File: src/rtl/spi_opc_pkg.sv
// Shared types for the opcode parser: state codes, command classes and
// datapath select bit positions. Assumes an 8-bit opcode wide byte lane.
package spi_opc_pkg;

    typedef enum logic [3:0] {
        ST_IDLE   = 4'd0,
        ST_STATUS = 4'd1,
        ST_JEDEC  = 4'd2,
        ST_SFDP   = 4'd3,
        ST_READ   = 4'd4,
        ST_UPLOAD = 4'd5,
        ST_ADDR4B = 4'd6,
        ST_WREN   = 4'd7,
        ST_WAIT   = 4'd8
    } opc_state_e;

    typedef enum logic [3:0] {
        CLS_STATUS,
        CLS_JEDEC,
        CLS_SFDP,
        CLS_EN4B,
        CLS_EX4B,
        CLS_WREN,
        CLS_WRDI,
        CLS_READ,
        CLS_UPLOAD
    } opc_class_e;

    localparam int DP_W      = 10;
    localparam int DP_NONE   = 0;
    localparam int DP_STATUS = 1;
    localparam int DP_JEDEC  = 2;
    localparam int DP_SFDP   = 3;
    localparam int DP_READ   = 4;
    localparam int DP_UPLOAD = 5;
    localparam int DP_EN4B   = 6;
    localparam int DP_EX4B   = 7;
    localparam int DP_WREN   = 8;
    localparam int DP_WRDI   = 9;

    localparam logic [1:0] MODE_FLASH = 2'd0;
    localparam logic [1:0] MODE_PASS  = 2'd1;

endpackage

File: src/rtl/spi_opc_match.sv
// Compares the received byte against every descriptor slot in parallel and
// returns the lowest hitting slot. Assumes opcodes are packed slot 0 first.
module spi_opc_match #(
    parameter int NUM_SLOTS = 16,
    parameter int OP_W      = 8,
    parameter int SLOT_W    = $clog2(NUM_SLOTS)
) (
    input  logic [OP_W-1:0]           byte_i,
    input  logic [NUM_SLOTS-1:0]      tbl_valid_i,
    input  logic [NUM_SLOTS*OP_W-1:0] tbl_opcode_i,
    output logic                      hit_o,
    output logic [SLOT_W-1:0]         slot_o
);

    logic [NUM_SLOTS-1:0] slot_hit;

    // One comparator per slot: valid bit and equal opcode are both needed.
    for (genvar g = 0; g < NUM_SLOTS; g++) begin : g_cmp
        assign slot_hit[g] = tbl_valid_i[g] &&
                             (tbl_opcode_i[g*OP_W +: OP_W] == byte_i);
    end

    // Priority pick: scanning downward leaves the lowest hitting index.
    always_comb begin
        hit_o  = 1'b0;
        slot_o = '0;
        for (int i = NUM_SLOTS - 1; i >= 0; i--) begin
            if (slot_hit[i]) begin
                hit_o  = 1'b1;
                slot_o = SLOT_W'(i);
            end
        end
    end

endmodule

File: src/rtl/spi_opc_classify.sv
// Maps a slot index onto its fixed command class. Assumes the layout:
// status slots, ID, parameter read, enter-4B, exit-4B, write enable,
// write disable, data-read slots, then upload slots to the end.
module spi_opc_classify #(
    parameter int NUM_SLOTS  = 16,
    parameter int NUM_STATUS = 3,
    parameter int NUM_READ   = 4,
    parameter int SLOT_W     = $clog2(NUM_SLOTS)
) (
    input  logic [SLOT_W-1:0]       slot_i,
    output spi_opc_pkg::opc_class_e class_o
);
    import spi_opc_pkg::*;

    localparam int S_JEDEC = NUM_STATUS;
    localparam int S_SFDP  = NUM_STATUS + 1;
    localparam int S_EN4B  = NUM_STATUS + 2;
    localparam int S_EX4B  = NUM_STATUS + 3;
    localparam int S_WREN  = NUM_STATUS + 4;
    localparam int S_WRDI  = NUM_STATUS + 5;
    localparam int S_RD_LO = NUM_STATUS + 6;
    localparam int S_RD_HI = S_RD_LO + NUM_READ;

    logic [31:0] s_ext;

    // Range decode of the slot index into its class.
    always_comb begin
        s_ext = 32'(slot_i);
        if (s_ext < 32'(NUM_STATUS))      class_o = CLS_STATUS;
        else if (s_ext == 32'(S_JEDEC))   class_o = CLS_JEDEC;
        else if (s_ext == 32'(S_SFDP))    class_o = CLS_SFDP;
        else if (s_ext == 32'(S_EN4B))    class_o = CLS_EN4B;
        else if (s_ext == 32'(S_EX4B))    class_o = CLS_EX4B;
        else if (s_ext == 32'(S_WREN))    class_o = CLS_WREN;
        else if (s_ext == 32'(S_WRDI))    class_o = CLS_WRDI;
        else if (s_ext < 32'(S_RD_HI))    class_o = CLS_READ;
        else                              class_o = CLS_UPLOAD;
    end

endmodule

File: src/rtl/spi_opc_fsm.sv
// Parser state machine: leaves Idle once per transaction on a hitting byte,
// picks the handler state, datapath select and intercept flags, then holds
// them until reset. Assumes reset marks the end of a transaction.
module spi_opc_fsm (
    input  logic                          clk,
    input  logic                          rst_n,
    input  logic                          take_i,
    input  logic                          pass_i,
    input  spi_opc_pkg::opc_class_e       class_i,
    input  logic                          en_status_i,
    input  logic                          en_jedec_i,
    input  logic                          en_sfdp_i,
    output spi_opc_pkg::opc_state_e       state_o,
    output logic [spi_opc_pkg::DP_W-1:0]  dp_sel_o,
    output logic [2:0]                    icpt_o
);
    import spi_opc_pkg::*;

    opc_state_e    st_nx;
    int            dp_idx;
    logic [2:0]    icpt_nx;
    logic [DP_W-1:0] dp_nx;

    // Next state, select index and intercept flags for the decoded class.
    always_comb begin
        st_nx   = ST_WAIT;
        dp_idx  = DP_NONE;
        icpt_nx = 3'b000;
        unique case (class_i)
            CLS_STATUS: begin
                if (!pass_i || en_status_i) begin
                    st_nx   = ST_STATUS;
                    dp_idx  = DP_STATUS;
                    icpt_nx = {2'b00, pass_i};
                end
            end
            CLS_JEDEC: begin
                if (!pass_i || en_jedec_i) begin
                    st_nx   = ST_JEDEC;
                    dp_idx  = DP_JEDEC;
                    icpt_nx = {1'b0, pass_i, 1'b0};
                end
            end
            CLS_SFDP: begin
                if (!pass_i || en_sfdp_i) begin
                    st_nx   = ST_SFDP;
                    dp_idx  = DP_SFDP;
                    icpt_nx = {pass_i, 2'b00};
                end
            end
            CLS_READ:   begin st_nx = ST_READ;   dp_idx = DP_READ;   end
            CLS_UPLOAD: begin st_nx = ST_UPLOAD; dp_idx = DP_UPLOAD; end
            CLS_EN4B:   begin st_nx = ST_ADDR4B; dp_idx = DP_EN4B;   end
            CLS_EX4B:   begin st_nx = ST_ADDR4B; dp_idx = DP_EX4B;   end
            CLS_WREN:   begin st_nx = ST_WREN;   dp_idx = DP_WREN;   end
            CLS_WRDI:   begin st_nx = ST_WREN;   dp_idx = DP_WRDI;   end
            default:    begin st_nx = ST_WAIT;   dp_idx = DP_NONE;   end
        endcase
        dp_nx         = '0;
        dp_nx[dp_idx] = 1'b1;
    end

    // State, select and flags: reset to Idle/NONE, loaded once on take.
    always_ff @(posedge clk) begin
        if (!rst_n) begin
            state_o  <= ST_IDLE;
            dp_sel_o <= DP_W'(1) << DP_NONE;
            icpt_o   <= 3'b000;
        end else if (take_i) begin
            state_o  <= st_nx;
            dp_sel_o <= dp_nx;
            icpt_o   <= icpt_nx;
        end
    end

endmodule

File: src/rtl/spi_opc_parser.sv
// Top of the opcode parser. Gates on device mode, looks the first byte up in
// the descriptor table, classifies the winning slot, runs the state machine
// and captures the winning descriptor. Assumes rst_n follows chip-select.
module spi_opc_parser #(
    parameter int NUM_SLOTS  = 16,
    parameter int NUM_STATUS = 3,
    parameter int NUM_READ   = 4,
    parameter int OP_W       = 8,
    parameter int SLOT_W     = $clog2(NUM_SLOTS)
) (
    input  logic                          clk,
    input  logic                          rst_n,
    input  logic [1:0]                    mode_i,
    input  logic                          byte_valid_i,
    input  logic [OP_W-1:0]               byte_i,
    input  logic [NUM_SLOTS-1:0]          tbl_valid_i,
    input  logic [NUM_SLOTS*OP_W-1:0]     tbl_opcode_i,
    input  logic                          icpt_en_status_i,
    input  logic                          icpt_en_jedec_i,
    input  logic                          icpt_en_sfdp_i,
    output logic [3:0]                    state_o,
    output logic [spi_opc_pkg::DP_W-1:0]  dp_sel_o,
    output logic                          icpt_status_o,
    output logic                          icpt_jedec_o,
    output logic                          icpt_sfdp_o,
    output logic                          desc_valid_o,
    output logic [OP_W-1:0]               desc_opcode_o,
    output logic [SLOT_W-1:0]             desc_slot_o
);
    import spi_opc_pkg::*;

    logic        active, pass, hit, take;
    logic [SLOT_W-1:0] slot;
    opc_class_e  cls;
    opc_state_e  st;
    logic [2:0]  icpt;

    // Mode gating: only flash and passthrough decode bytes.
    assign active = (mode_i == MODE_FLASH) || (mode_i == MODE_PASS);
    assign pass   = (mode_i == MODE_PASS);
    assign take   = (st == ST_IDLE) && active && byte_valid_i && hit;

    spi_opc_match #(
        .NUM_SLOTS (NUM_SLOTS),
        .OP_W      (OP_W),
        .SLOT_W    (SLOT_W)
    ) u_match (
        .byte_i       (byte_i),
        .tbl_valid_i  (tbl_valid_i),
        .tbl_opcode_i (tbl_opcode_i),
        .hit_o        (hit),
        .slot_o       (slot)
    );

    spi_opc_classify #(
        .NUM_SLOTS  (NUM_SLOTS),
        .NUM_STATUS (NUM_STATUS),
        .NUM_READ   (NUM_READ),
        .SLOT_W     (SLOT_W)
    ) u_cls (
        .slot_i  (slot),
        .class_o (cls)
    );

    spi_opc_fsm u_fsm (
        .clk         (clk),
        .rst_n       (rst_n),
        .take_i      (take),
        .pass_i      (pass),
        .class_i     (cls),
        .en_status_i (icpt_en_status_i),
        .en_jedec_i  (icpt_en_jedec_i),
        .en_sfdp_i   (icpt_en_sfdp_i),
        .state_o     (st),
        .dp_sel_o    (dp_sel_o),
        .icpt_o      (icpt)
    );

    // Descriptor capture on the leaving edge; cleared by reset.
    always_ff @(posedge clk) begin
        if (!rst_n) begin
            desc_valid_o  <= 1'b0;
            desc_opcode_o <= '0;
            desc_slot_o   <= '0;
        end else if (take) begin
            desc_valid_o  <= tbl_valid_i[slot];
            desc_opcode_o <= tbl_opcode_i[slot*OP_W +: OP_W];
            desc_slot_o   <= slot;
        end
    end

    assign state_o       = st;
    assign icpt_status_o = icpt[0];
    assign icpt_jedec_o  = icpt[1];
    assign icpt_sfdp_o   = icpt[2];

endmodule

File: config.mk
export PLATFORM = sky130hd
export DESIGN_NAME = spi_opc_parser
export DESIGN_NICKNAME = d
export VERILOG_FILES = /design/src/rtl/spi_opc_pkg.sv /design/src/rtl/spi_opc_match.sv /design/src/rtl/spi_opc_classify.sv /design/src/rtl/spi_opc_fsm.sv /design/src/rtl/spi_opc_parser.sv
export SDC_FILE = /design/constraint.sdc
export NUM_CORES = 1
export LEC_CHECK = 0
export BUFFER_PORTS_ARGS = -buffer_cell sky130_fd_sc_hd__buf_2
export CAP_MARGIN = 20
export CORE_MARGIN = 3
export CORE_UTILIZATION = 45
export CTS_CLUSTER_SIZE = 24
export DETAILED_ROUTE_END_ITERATION = 12
export PLACE_DENSITY_LB_ADDON = 0.08
export SLEW_MARGIN = 20
export SYNTH_ARGS = -nofsm -noshare
export SYNTH_HDL_FRONTEND = slang
export SYNTH_SLANG_ARGS = --single-unit
File: constraint.sdc
create_clock -name clk -period 3.72 [get_ports clk]
set_input_delay 0.744 -clock clk [delete_from_list [all_inputs] [get_ports clk]]
set_output_delay 0.744 -clock clk [all_outputs]
set_load 0.05 [all_outputs]
==> results.cfg <==
[run_status]
status = complete, no violations

[global_routing]
use_met1_pct = 40.5
grt_pass1_wl_um = 26300
antenna_found_initial = 0
met2_usage_pct = 48.0
grt-busiest-layer = met2
grt_usage_pct = 29.5
met3_usage_pct = 5.27
gr-total-overflow = 0
grt_max_degree = 35
grt_pass1_vias = 4960

[flow_run]
drv_cap = 0

[detailed_routing]
drc = 0
wl_per_cell_um = 19.0
drtIter0Drc = 433
vias = 5160
routed_via_density = 5.68
drt_pass1_iterations = 5
final_antenna_net_count = 0
wl_um = 17300

[cells_and_area]
final_cell_mix = buf_2, xnor2_1, nor2_1
drive_gt1_share_pct = 32.9
syn_to_final_growth_pct = 28.2
final_cell_area_um2 = 5740
final_nets = 938
mostFrequentLayoutCell = buf_2
num_antenna_cells = 0

[setup_path]
cp_data_required_time_ns = 3.93
crit_fanout = 31
crit_type = input port to flip-flop
rrSetupSlack_ns = 1.26
reg2reg_depth = 9
startpoint_type = input port
cp.arrival_ns = 3.78
reg2reg_to = desc_opcode_o[3]
cp-startpoint = byte_i[7]
cp-end-kind = flip-flop
rr_startpoint = u_fsm.state_o[2]
endpoint = desc_opcode_o[7]

[logic_synthesis]
ys.flop_type = dfxtp_1
async_flop_share_pct = 0
ys_warn_count = 0
ys_seq_elements = 30
syn_area_um2 = 4480
avgSynthCellArea_um2 = 7.73
synth-edff-count = 0
ys_seq_area_share_pct = 13.4
synth_cell_type_count = 56
syn_inst = 579
syn_nets = 739

[clock_tree]
ctsHoldBuffers = 0
cts_sinks = 30
clk_latency_ns = 0.29
clk_pin_slew_ns = 0.07
htree_levels = 2
cts_tree = built
cts_root_buffer = clkbuf_8
numCtsBuffers = 5
clockBufferDepth = 2

[hold_path]
min_path_type = flip-flop to flip-flop

[timing]
finalHoldViolCount = 0
skew_ns = 0.00801
slew_headroom_pct = 40.1
tns_ns = 0
min_period_ns = 3.57
period_share_pct = 95.9
slew_violations = 0
fmax_mhz = 280
rsz0062_at_grt = true
worst_slack_ns = 0.152
worst_slew_pin_slew_ns = 0.896
setup_viol = 0

[power]
p_total_mw = 1.08
static-leakage-power_nw = 2.56
seqPwrFrac_pct = 29.9
p_sw_share_pct = 36.0
power_density_nw_per_um2 = 188
p_int_uw = 692
ir_worst_vdd_uv = 248
p_comb_share_pct = 44.2
p_switching_uw = 389
clock_power_share_pct = 25.9

[die]
die_w_um = 106
initial_core_util_pct = 47.3
die_area_um2 = 11200
pin_count = 190
design.core.area_um2 = 9460
chipHeight_um = 106
rows = 35

[placement]
pre_cts_ws_ns = -0.115
hpwlAfterDp_um = 14400
numPortBuffers = 189
place.gp.congestion = 1.02
dpl_cell_area_um2 = 5640
[state kept, by name, indices dropped and copies added, names as in the netlist]
signal,cells
u_fsm.state_o,4
u_fsm.dp_sel_o,10
desc_opcode_o,8
u_fsm.icpt_o,3
desc_valid_o,1
desc_slot_o,4
[stage by stage]
step / cells / hold WS [ns] / utilization, %
final: 908 / 0.455 / 60.7
after global routing: 908 / 0.469 / 60.7
after CTS: 908 / 0.459 / 60.6
after detailed placement: 900 / 0.445 / 59.6
after global placement: 900 / 0.440 / 59.6
after floorplan: 579 / 0.671 / -
[cell families (layout without fill, tap and decap cells)]
| family | count (synthesis) | in the layout | share of synthesized area, % |
|---|---|---|---|
| buf+inv | 46 | 246 | 7.66 |
| mux | 61 | 61 | 14.0 |
| simple gates | 228 | 228 | 24.8 |
| xor+xnor | 129 | 129 | 25.2 |
| flops | 30 | 30 | 13.4 |
| fa+ha+maj | 1 | 1 | 0.224 |
| compound gates | 84 | 84 | 14.7 |
[how the worst min path moves through the flow]
stage,startpoint,endpoint,slack (ns),depth (start not counted)
finish,desc_slot_o[2],desc_slot_o[2],0.45,2
global route,u_fsm.dp_sel_o[2],u_fsm.dp_sel_o[2],0.47,2
CTS,u_fsm.dp_sel_o[9],u_fsm.dp_sel_o[9],0.46,2
detailed placement,desc_opcode_o[6],desc_opcode_o[6],0.45,2
global placement,u_fsm.icpt_o[1],u_fsm.icpt_o[1],0.44,2
floorplan,u_fsm.icpt_o[0],u_fsm.icpt_o[0],0.67,2
[critical path, stage by stage]
cell and delay, ns:
buf_2 0.35, xnor2_1 0.17, nand3_1 0.17, or3_1 0.39, a211o_1 0.35, a211oi_4 0.32
buf_4 0.19, o21a_1 0.20, buf_12 0.23, mux2i_1 0.33, mux2i_1 0.15, o211ai_1 0.16
[per-layer routing]
metal	vias to the layer above	wire length, um
li1	2466	-
met1	2401	7620
met2	270	7840
met3	23	1480
met4	0	319
met5	-	0
[what timing repair did]
item / in CTS / in global routing
buffers inserted: 0 / 0
gates resized for setup: 0 / 1
endpoints found under the setup margin: 0 / 3
[synthesized netlist by cell type (6+ instances only)]
| library cell | instances | share of area, % |
|---|---|---|
| xnor2_1 | 107 | 21 |
| nor2_1 | 64 | 5.4 |
| mux2i_1 | 53 | 12 |
| nand2_1 | 52 | 4.4 |
| dfxtp_1 | 30 | 13 |
| nor3_1 | 28 | 3.1 |
| nand3_1 | 27 | 3.0 |
| nand4_1 | 24 | 3.4 |
| xor2_1 | 22 | 4.3 |
| buf_6 | 18 | 4.5 |
| o221ai_1 | 15 | 2.9 |
| a21oi_1 | 13 | 1.5 |
| o31a_1 | 8 | 1.6 |
| a41oi_1 | 7 | 1.4 |
| buf_2 | 7 | 0.78 |
| buf_4 | 7 | 1.2 |
| clkbuf_1 | 7 | 0.59 |
| o21ai_0 | 6 | 0.67 |
[power groups by stage]
stage	logic (mW)	registers (mW)	clock network [mW]
finish	0.477	0.323	0.280
global route	0.514	0.323	0.297
CTS	0.473	0.323	0.283
detailed placement	0.471	0.331	0
global placement	0.469	0.331	0
floorplan	0.278	0.335	0
[cell type report]
cell class / count / area, um^2
Clock buffer: 7 / 86.3
Clock inverter: 1 / 5.00
Fill cell: 946 / 3720
Inverter: 5 / 18.8
Multi-Input combinational cell: 503 / 3540
Sequential cell: 30 / 601
Tap cell: 129 / 161
Timing Repair Buffer: 233 / 1330
No activity file was read; power rests on OpenSTA's default activity.
